File: src/rtl/adc_seq_pkg.sv
package adc_seq_pkg;

  typedef enum logic [1:0] {
    ST_IDLE,
    ST_SAMPLE,
    ST_CONV,
    ST_ARM
  } seqState_t;

  // control -> datapath
  typedef struct packed {
    logic loadStart;
    logic advance;
    logic sampClr;
    logic sampRun;
    logic convClr;
    logic convRun;
    logic store;
  } seqStrobe_t;

  // datapath -> control
  typedef struct packed {
    logic sampDone;
    logic convDone;
    logic lastSlot;
  } seqStatus_t;

endpackage

File: src/rtl/adc_timebase.sv
module adc_timebase #(
  parameter int SRC_N  = 3,
  parameter int SEL_W  = 2,
  parameter int DIV_W  = 3,
  parameter int TRIG_N = 3,
  parameter int TSEL_W = 2
) (
  input  logic              clk,
  input  logic              rstN,
  input  logic [SRC_N-1:0]  srcTick,
  input  logic [SEL_W-1:0]  clkSel,
  input  logic [DIV_W-1:0]  divSel,
  input  logic [TRIG_N-1:0] timerCmp,
  input  logic [TSEL_W-1:0] trigSel,
  output logic              cnvTick,
  output logic              trigRise,
  output logic              trigFall
);

  logic             srcOn;
  logic             trigNow;
  logic             trigPrev;
  logic [DIV_W-1:0] divCnt;

  // source mux; out-of-range select yields no strobe
  always_comb begin
    srcOn = 1'b0;
    for (int i = 0; i < SRC_N; i++)
      if (clkSel == SEL_W'(i)) srcOn = srcTick[i];
  end

  always_comb begin
    trigNow = 1'b0;
    for (int i = 0; i < TRIG_N; i++)
      if (trigSel == TSEL_W'(i)) trigNow = timerCmp[i];
  end

  // >= keeps the divider sane if the ratio shrinks below the current count
  assign cnvTick = srcOn && (divCnt >= divSel);

  always_ff @(posedge clk) begin
    if (!rstN) begin
      divCnt   <= '0;
      trigPrev <= 1'b0;
    end else begin
      if (srcOn) divCnt <= cnvTick ? '0 : divCnt + 1'b1;
      trigPrev <= trigNow;
    end
  end

  assign trigRise = trigNow & ~trigPrev;
  assign trigFall = ~trigNow & trigPrev;

endmodule

File: src/rtl/adc_seq_ctrl.sv
module adc_seq_ctrl
  import adc_seq_pkg::*;
(
  input  logic       clk,
  input  logic       rstN,
  input  logic       enable,
  input  logic       timedSample,
  input  logic       trigRise,
  input  logic       trigFall,
  input  seqStatus_t stat,
  output seqStrobe_t strb,
  output logic       busy,
  output logic       sampling
);

  seqState_t state;
  seqState_t nxt;

  always_comb begin
    nxt  = state;
    strb = '0;
    case (state)
      ST_IDLE: begin
        if (enable && trigRise) begin
          strb.loadStart = 1'b1;
          strb.sampClr   = 1'b1;
          nxt            = ST_SAMPLE;
        end
      end
      ST_SAMPLE: begin
        strb.sampRun = timedSample;
        if (timedSample ? stat.sampDone : trigFall) begin
          strb.convClr = 1'b1;
          nxt          = ST_CONV;
        end
      end
      ST_CONV: begin
        strb.convRun = 1'b1;
        if (stat.convDone) begin
          strb.store = 1'b1;
          if (stat.lastSlot) begin
            nxt = ST_IDLE;
          end else begin
            strb.advance = 1'b1;
            if (timedSample) begin
              strb.sampClr = 1'b1;
              nxt          = ST_SAMPLE;
            end else begin
              nxt = ST_ARM;
            end
          end
        end
      end
      ST_ARM: begin
        if (enable && trigRise) begin
          strb.sampClr = 1'b1;
          nxt          = ST_SAMPLE;
        end
      end
      default: nxt = ST_IDLE;
    endcase
  end

  always_ff @(posedge clk) begin
    if (!rstN) state <= ST_IDLE;
    else       state <= nxt;
  end

  assign busy     = (state != ST_IDLE);
  assign sampling = (state == ST_SAMPLE);

endmodule

File: src/rtl/adc_seq_dp.sv
module adc_seq_dp
  import adc_seq_pkg::*;
#(
  parameter int NUM_SLOTS  = 4,
  parameter int CH_W       = 4,
  parameter int RES_W      = 12,
  parameter int SHT_W      = 2,
  parameter int CONV_TICKS = 13,
  parameter int SLOT_W     = $clog2(NUM_SLOTS)
) (
  input  logic                      clk,
  input  logic                      rstN,
  input  seqStrobe_t                strb,
  input  logic                      cnvTick,
  input  logic [SLOT_W-1:0]         startSlot,
  input  logic [SHT_W-1:0]          sampleCode,
  input  logic [NUM_SLOTS*CH_W-1:0] slotChan,
  input  logic [NUM_SLOTS-1:0]      slotEos,
  input  logic [NUM_SLOTS-1:0]      flagClr,
  input  logic [NUM_SLOTS-1:0]      intEn,
  input  logic [RES_W-1:0]          convResult,
  output seqStatus_t                stat,
  output logic [CH_W-1:0]           chanSel,
  output logic [NUM_SLOTS*RES_W-1:0] memData,
  output logic [NUM_SLOTS-1:0]      intFlag,
  output logic                      irq
);

  localparam int SAMP_BASE = 4;
  localparam int SAMP_MAX  = SAMP_BASE << ((1 << SHT_W) - 1);
  localparam int SAMP_W    = $clog2(SAMP_MAX);
  localparam int CONV_W    = $clog2(CONV_TICKS);

  logic [SLOT_W-1:0] slot;
  logic [SAMP_W-1:0] sampCnt;
  logic [SAMP_W-1:0] sampLast;
  logic [CONV_W-1:0] convCnt;

  always_comb sampLast = SAMP_W'((SAMP_BASE << sampleCode) - 1);

  assign stat.sampDone = cnvTick && (sampCnt == sampLast);
  assign stat.convDone = cnvTick && (convCnt == CONV_W'(CONV_TICKS - 1));
  assign stat.lastSlot = slotEos[slot] || (slot == SLOT_W'(NUM_SLOTS - 1));

  always_ff @(posedge clk) begin
    if (!rstN) begin
      slot    <= '0;
      sampCnt <= '0;
      convCnt <= '0;
    end else begin
      if (strb.loadStart)    slot <= startSlot;
      else if (strb.advance) slot <= slot + 1'b1;

      if (strb.sampClr)                sampCnt <= '0;
      else if (strb.sampRun && cnvTick) sampCnt <= sampCnt + 1'b1;

      if (strb.convClr)                convCnt <= '0;
      else if (strb.convRun && cnvTick) convCnt <= convCnt + 1'b1;
    end
  end

  assign chanSel = slotChan[slot*CH_W +: CH_W];

  for (genvar g = 0; g < NUM_SLOTS; g++) begin : gSlot
    logic [RES_W-1:0] memReg;
    logic             hit;

    assign hit = strb.store && (slot == SLOT_W'(g));

    always_ff @(posedge clk) begin
      if (!rstN) begin
        memReg     <= '0;
        intFlag[g] <= 1'b0;
      end else begin
        if (hit) memReg <= convResult;
        if (hit)             intFlag[g] <= 1'b1;
        else if (flagClr[g]) intFlag[g] <= 1'b0;
      end
    end

    assign memData[g*RES_W +: RES_W] = memReg;
  end

  assign irq = |(intFlag & intEn);

endmodule

File: src/rtl/adc_seq_top.sv
module adc_seq_top
  import adc_seq_pkg::*;
#(
  parameter int NUM_SLOTS  = 4,
  parameter int CH_W       = 4,
  parameter int RES_W      = 12,
  parameter int SHT_W      = 2,
  parameter int DIV_W      = 3,
  parameter int CONV_TICKS = 13,
  parameter int SRC_N      = 3,
  parameter int TRIG_N     = 3,
  parameter int SLOT_W     = $clog2(NUM_SLOTS),
  parameter int SEL_W      = $clog2(SRC_N + 1),
  parameter int TSEL_W     = $clog2(TRIG_N + 1)
) (
  input  logic                       clk,
  input  logic                       rstN,
  input  logic                       enable,
  input  logic                       timedSample,
  input  logic [TSEL_W-1:0]          trigSel,
  input  logic [TRIG_N-1:0]          timerCmp,
  input  logic [SEL_W-1:0]           clkSel,
  input  logic [SRC_N-1:0]           srcTick,
  input  logic [DIV_W-1:0]           divSel,
  input  logic [SHT_W-1:0]           sampleCode,
  input  logic [SLOT_W-1:0]          startSlot,
  input  logic [NUM_SLOTS*CH_W-1:0]  slotChan,
  input  logic [NUM_SLOTS-1:0]       slotEos,
  input  logic [NUM_SLOTS-1:0]       intEn,
  input  logic [NUM_SLOTS-1:0]       flagClr,
  input  logic [RES_W-1:0]           convResult,
  output logic                       cnvTick,
  output logic                       busy,
  output logic                       sampling,
  output logic [CH_W-1:0]            chanSel,
  output logic [NUM_SLOTS*RES_W-1:0] memData,
  output logic [NUM_SLOTS-1:0]       intFlag,
  output logic                       irq
);

  logic       trigRise;
  logic       trigFall;
  seqStrobe_t strb;
  seqStatus_t stat;

  adc_timebase #(
    .SRC_N(SRC_N), .SEL_W(SEL_W), .DIV_W(DIV_W),
    .TRIG_N(TRIG_N), .TSEL_W(TSEL_W)
  ) u_tb (
    .clk(clk), .rstN(rstN), .srcTick(srcTick), .clkSel(clkSel),
    .divSel(divSel), .timerCmp(timerCmp), .trigSel(trigSel),
    .cnvTick(cnvTick), .trigRise(trigRise), .trigFall(trigFall)
  );

  adc_seq_ctrl u_ctrl (
    .clk(clk), .rstN(rstN), .enable(enable), .timedSample(timedSample),
    .trigRise(trigRise), .trigFall(trigFall), .stat(stat),
    .strb(strb), .busy(busy), .sampling(sampling)
  );

  adc_seq_dp #(
    .NUM_SLOTS(NUM_SLOTS), .CH_W(CH_W), .RES_W(RES_W),
    .SHT_W(SHT_W), .CONV_TICKS(CONV_TICKS), .SLOT_W(SLOT_W)
  ) u_dp (
    .clk(clk), .rstN(rstN), .strb(strb), .cnvTick(cnvTick),
    .startSlot(startSlot), .sampleCode(sampleCode), .slotChan(slotChan),
    .slotEos(slotEos), .flagClr(flagClr), .intEn(intEn),
    .convResult(convResult), .stat(stat), .chanSel(chanSel),
    .memData(memData), .intFlag(intFlag), .irq(irq)
  );

endmodule

File: config.mk
export PLATFORM = sky130hd
export DESIGN_NAME = adc_seq_top
export DESIGN_NICKNAME = d
export VERILOG_FILES = /design/src/rtl/adc_seq_pkg.sv /design/src/rtl/adc_timebase.sv /design/src/rtl/adc_seq_ctrl.sv /design/src/rtl/adc_seq_dp.sv /design/src/rtl/adc_seq_top.sv
export SDC_FILE = /design/constraint.sdc
export NUM_CORES = 1
export LEC_CHECK = 0
export BUFFER_PORTS_ARGS = -buffer_cell sky130_fd_sc_hd__buf_4
export CORE_MARGIN = 2
export CORE_UTILIZATION = 45
export DETAILED_ROUTE_END_ITERATION = 8
export PLACE_DENSITY_LB_ADDON = 0.05
export SLEW_MARGIN = 10
export SYNTH_ARGS = -nofsm -noshare
export SYNTH_HDL_FRONTEND = slang
export SYNTH_SLANG_ARGS = --single-unit
File: constraint.sdc
create_clock -name clk -period 5.35 [get_ports clk]
set_input_delay 0.535 -clock clk [delete_from_list [all_inputs] [get_ports clk]]
set_output_delay 0.535 -clock clk [all_outputs]
set_load 0.05 [all_outputs]
==> results.cfg <==
[place]
dp_hpwl_mm = 6.03
placed_cell_area_sq_um = 4080
portBuffers = 120
dpl.cell_count = 569
gp_congestion = 0.846
pre_cts_ws_ps = 2200

[pwr]
p_sw_share_pct = 29.4
power.net_switching_mw = 0.345
p_leak_nw = 1.72
power_density_nw_per_um2 = 275
power.total_mw = 1.17
ir_drop_mv = 0.249
seq_power_share_pct = 45.4
p_clk_share_pct = 34.3
power_frac_comb_pct = 20.2
p_int_mw = 0.827

[routing]
drtPass1Iterations = 4
vias = 3000
drt-initial-drc-count = 137
viasPerCell = 5.15
wl_mm = 7.93
ant_nets = 0
drc = 0
wire_per_inst_microns = 13.6

[clocking]
htree_levels = 3
cts_made_buffers = 9
post_cts_buffers = 0
insertion_delay_ps = 340
cts_tree = done
clk_path_buf_depth = 2
cts-root-buf = clkbuf_8
cts_sinks = 69
clkTransAtPathRegs_ps = 70
ctsHoldBuffers = 0
cts_resized = 0

[job]
cap_viol_max_count = 0

[sta]
relSlewSlack_pct = 51.0
slew_violations = 0
finClkSkew_ps = 8.51
min_period_over_period_pct = 54.8
worst_pin_slew_ps = 734
grt_setup_unrepaired = false
hold_violations = 0
fin_tns_setup_ps = 0
timing.fmax_mhz = 341
layout_setup_ws_ps = 2420
period_minus_slack_ps = 2930
whs_ps = 456
setup_viol = 0

[yosys]
ys_types = 43
yosys.area_share.simple_pct = 24.0
yosysSeqAreaShare_pct = 43.9
synth_warnings = 0
synth-main-ff-cell = dfxtp_1
async_reset_ff_share_pct = 0
avgSynthCellArea_sq_um = 8.46
synthAdderAreaFrac_pct = 5.56
ys_ff_latch = 69
syn-num-nets = 447
synth_area_sq_um = 3150
synthXorXnorAreaFrac_pct = 2.23
synth_compound_area_share_pct = 13.8
synth_top_family_by_area = simple AND/OR/NAND/NOR gates
synth_edf_count = 0
synthMuxAreaShare_pct = 5.56
syn_inst = 372

[floorplan]
initial_core_util_pct = 46.3
die-area_sq_um = 7680
design.portCount = 121
die_x_microns = 87.6
fp.dieH_microns = 87.6
coreArea_sq_um = 6790
row_count = 30

[final_layout]
stdcell_count = 583
area_growth_pct = 35.2
drive_gt1_share_pct = 29.4
diodes = 0
nets = 559
final_cell_mix = 122 x buf_4, 69 x dfxtp_1, 63 x nand2_1, 61 x a21oi_1, 53 x nand3_1
final_area_sq_um = 4260
final_core_util_pct = 62.7
final_common_cell = buf_4

[critical_path]
worst_ep_arrival_time_ps = 3130
crit_path_end_kind = flop
crit_type = reg -> reg
worst_ep_required_time_ps = 5550
startpoint_type = flop
cp_max_fo = 30

[global_routing]
antenna_found_initial = 0
grt_pass1_vias = 2631
grt_remaining_overflow = 0
grt_pass1_wl_mm = 12.3
grtUsageTotal_pct = 20.7
grt_max_degree = 40

[min_path]
hold_class = reg -> reg

[status]
status = finished, final reports clean
==> cells by family (layout without fill, tap and decap cells) <==
family	after synthesis	in the layout
AO/OA/AOI/OAI	79	79
XOR/XNOR	8	8
adder cells (fa/ha/maj)	14	14
buffers and inverters	34	149
flip-flops	69	69
multiplexers	11	11
AND/OR/NAND/NOR	157	157
==> power groups by stage <==
stage / registers [mW] / clock network, mW / logic (mW)
6_report: 0.533 / 0.403 / 0.237
5_1_grt: 0.534 / 0.436 / 0.260
4_1_cts: 0.532 / 0.409 / 0.238
3_5_place_dp: 0.544 / 0 / 0.237
3_3_place_gp: 0.544 / 0 / 0.235
2_1_floorplan: 0.540 / 0 / 0.159
==> worst paths after layout <==
kind                            slack, ps                                   end                            startpoint  depth (start not counted)
worst max-delay path                 2420  u_dp.gSlot[1].memReg[1]$_SDFFE_PN0P_           u_tb.divCnt[0]$_SDFFE_PN0P_                          9
worst min-delay path                  460  u_dp.gSlot[0].memReg[4]$_SDFFE_PN0P_  u_dp.gSlot[0].memReg[4]$_SDFFE_PN0P_                          2
worst max register to register       2420  u_dp.gSlot[1].memReg[1]$_SDFFE_PN0P_           u_tb.divCnt[0]$_SDFFE_PN0P_                          9
worst min register to register        460  u_dp.gSlot[0].memReg[4]$_SDFFE_PN0P_  u_dp.gSlot[0].memReg[4]$_SDFFE_PN0P_                          2
==> critical path, cell delays in order, from the launching register on <==
cell and delay [ps]:
dfxtp_1 380, inv_1 60, ha_1 270, nor2b_1 50, o21ai_1 280, and4_1 740
buf_4 410, nand2_1 350, nand2_1 180, a21oi_1 70
==> cell usage after synthesis, types with 5 or more instances <==
master    count  area share [%]
dfxtp_1      69              44
inv_1        13             1.6
buf_2         7             1.1
clkbuf_1      8            0.95
a21oi_1      61             9.7
nand2b_1      5            0.99
nand2_1      63             7.5
nand3_1      53             8.4
ha_1         14             5.6
mux2i_1       7             2.2
nor2_1       13             1.6
==> layer usage <==
metal	share of wire, %	global-route usage, %	vias up
met4	1.9	8.11	0
met2	50	35.6	96
met1	42	25.0	1374
met5	0	0	-
li1	-	-	1517
met3	6.1	4.71	13
==> registers in the layout, summed over array words and instances (netlist names) <==
name / count
u_dp.intFlag: 4
u_dp.gSlot.memReg: 48
u_dp.sampCnt: 5
u_tb.divCnt: 3
u_ctrl.state: 2
u_tb.trigPrev: 1
u_dp.convCnt: 4
u_dp.slot: 2
==> cell type report <==
class                      count  area [sq um]
timing repair buffer         122           916
sequential                    69          1380
tap                           96           120
clock inverter                 4          51.3
fill                         610          2540
inverter                      13          48.8
multi-input combinational    269          1610
clock buffer                  10           128
(Power assumes the default switching activity.)
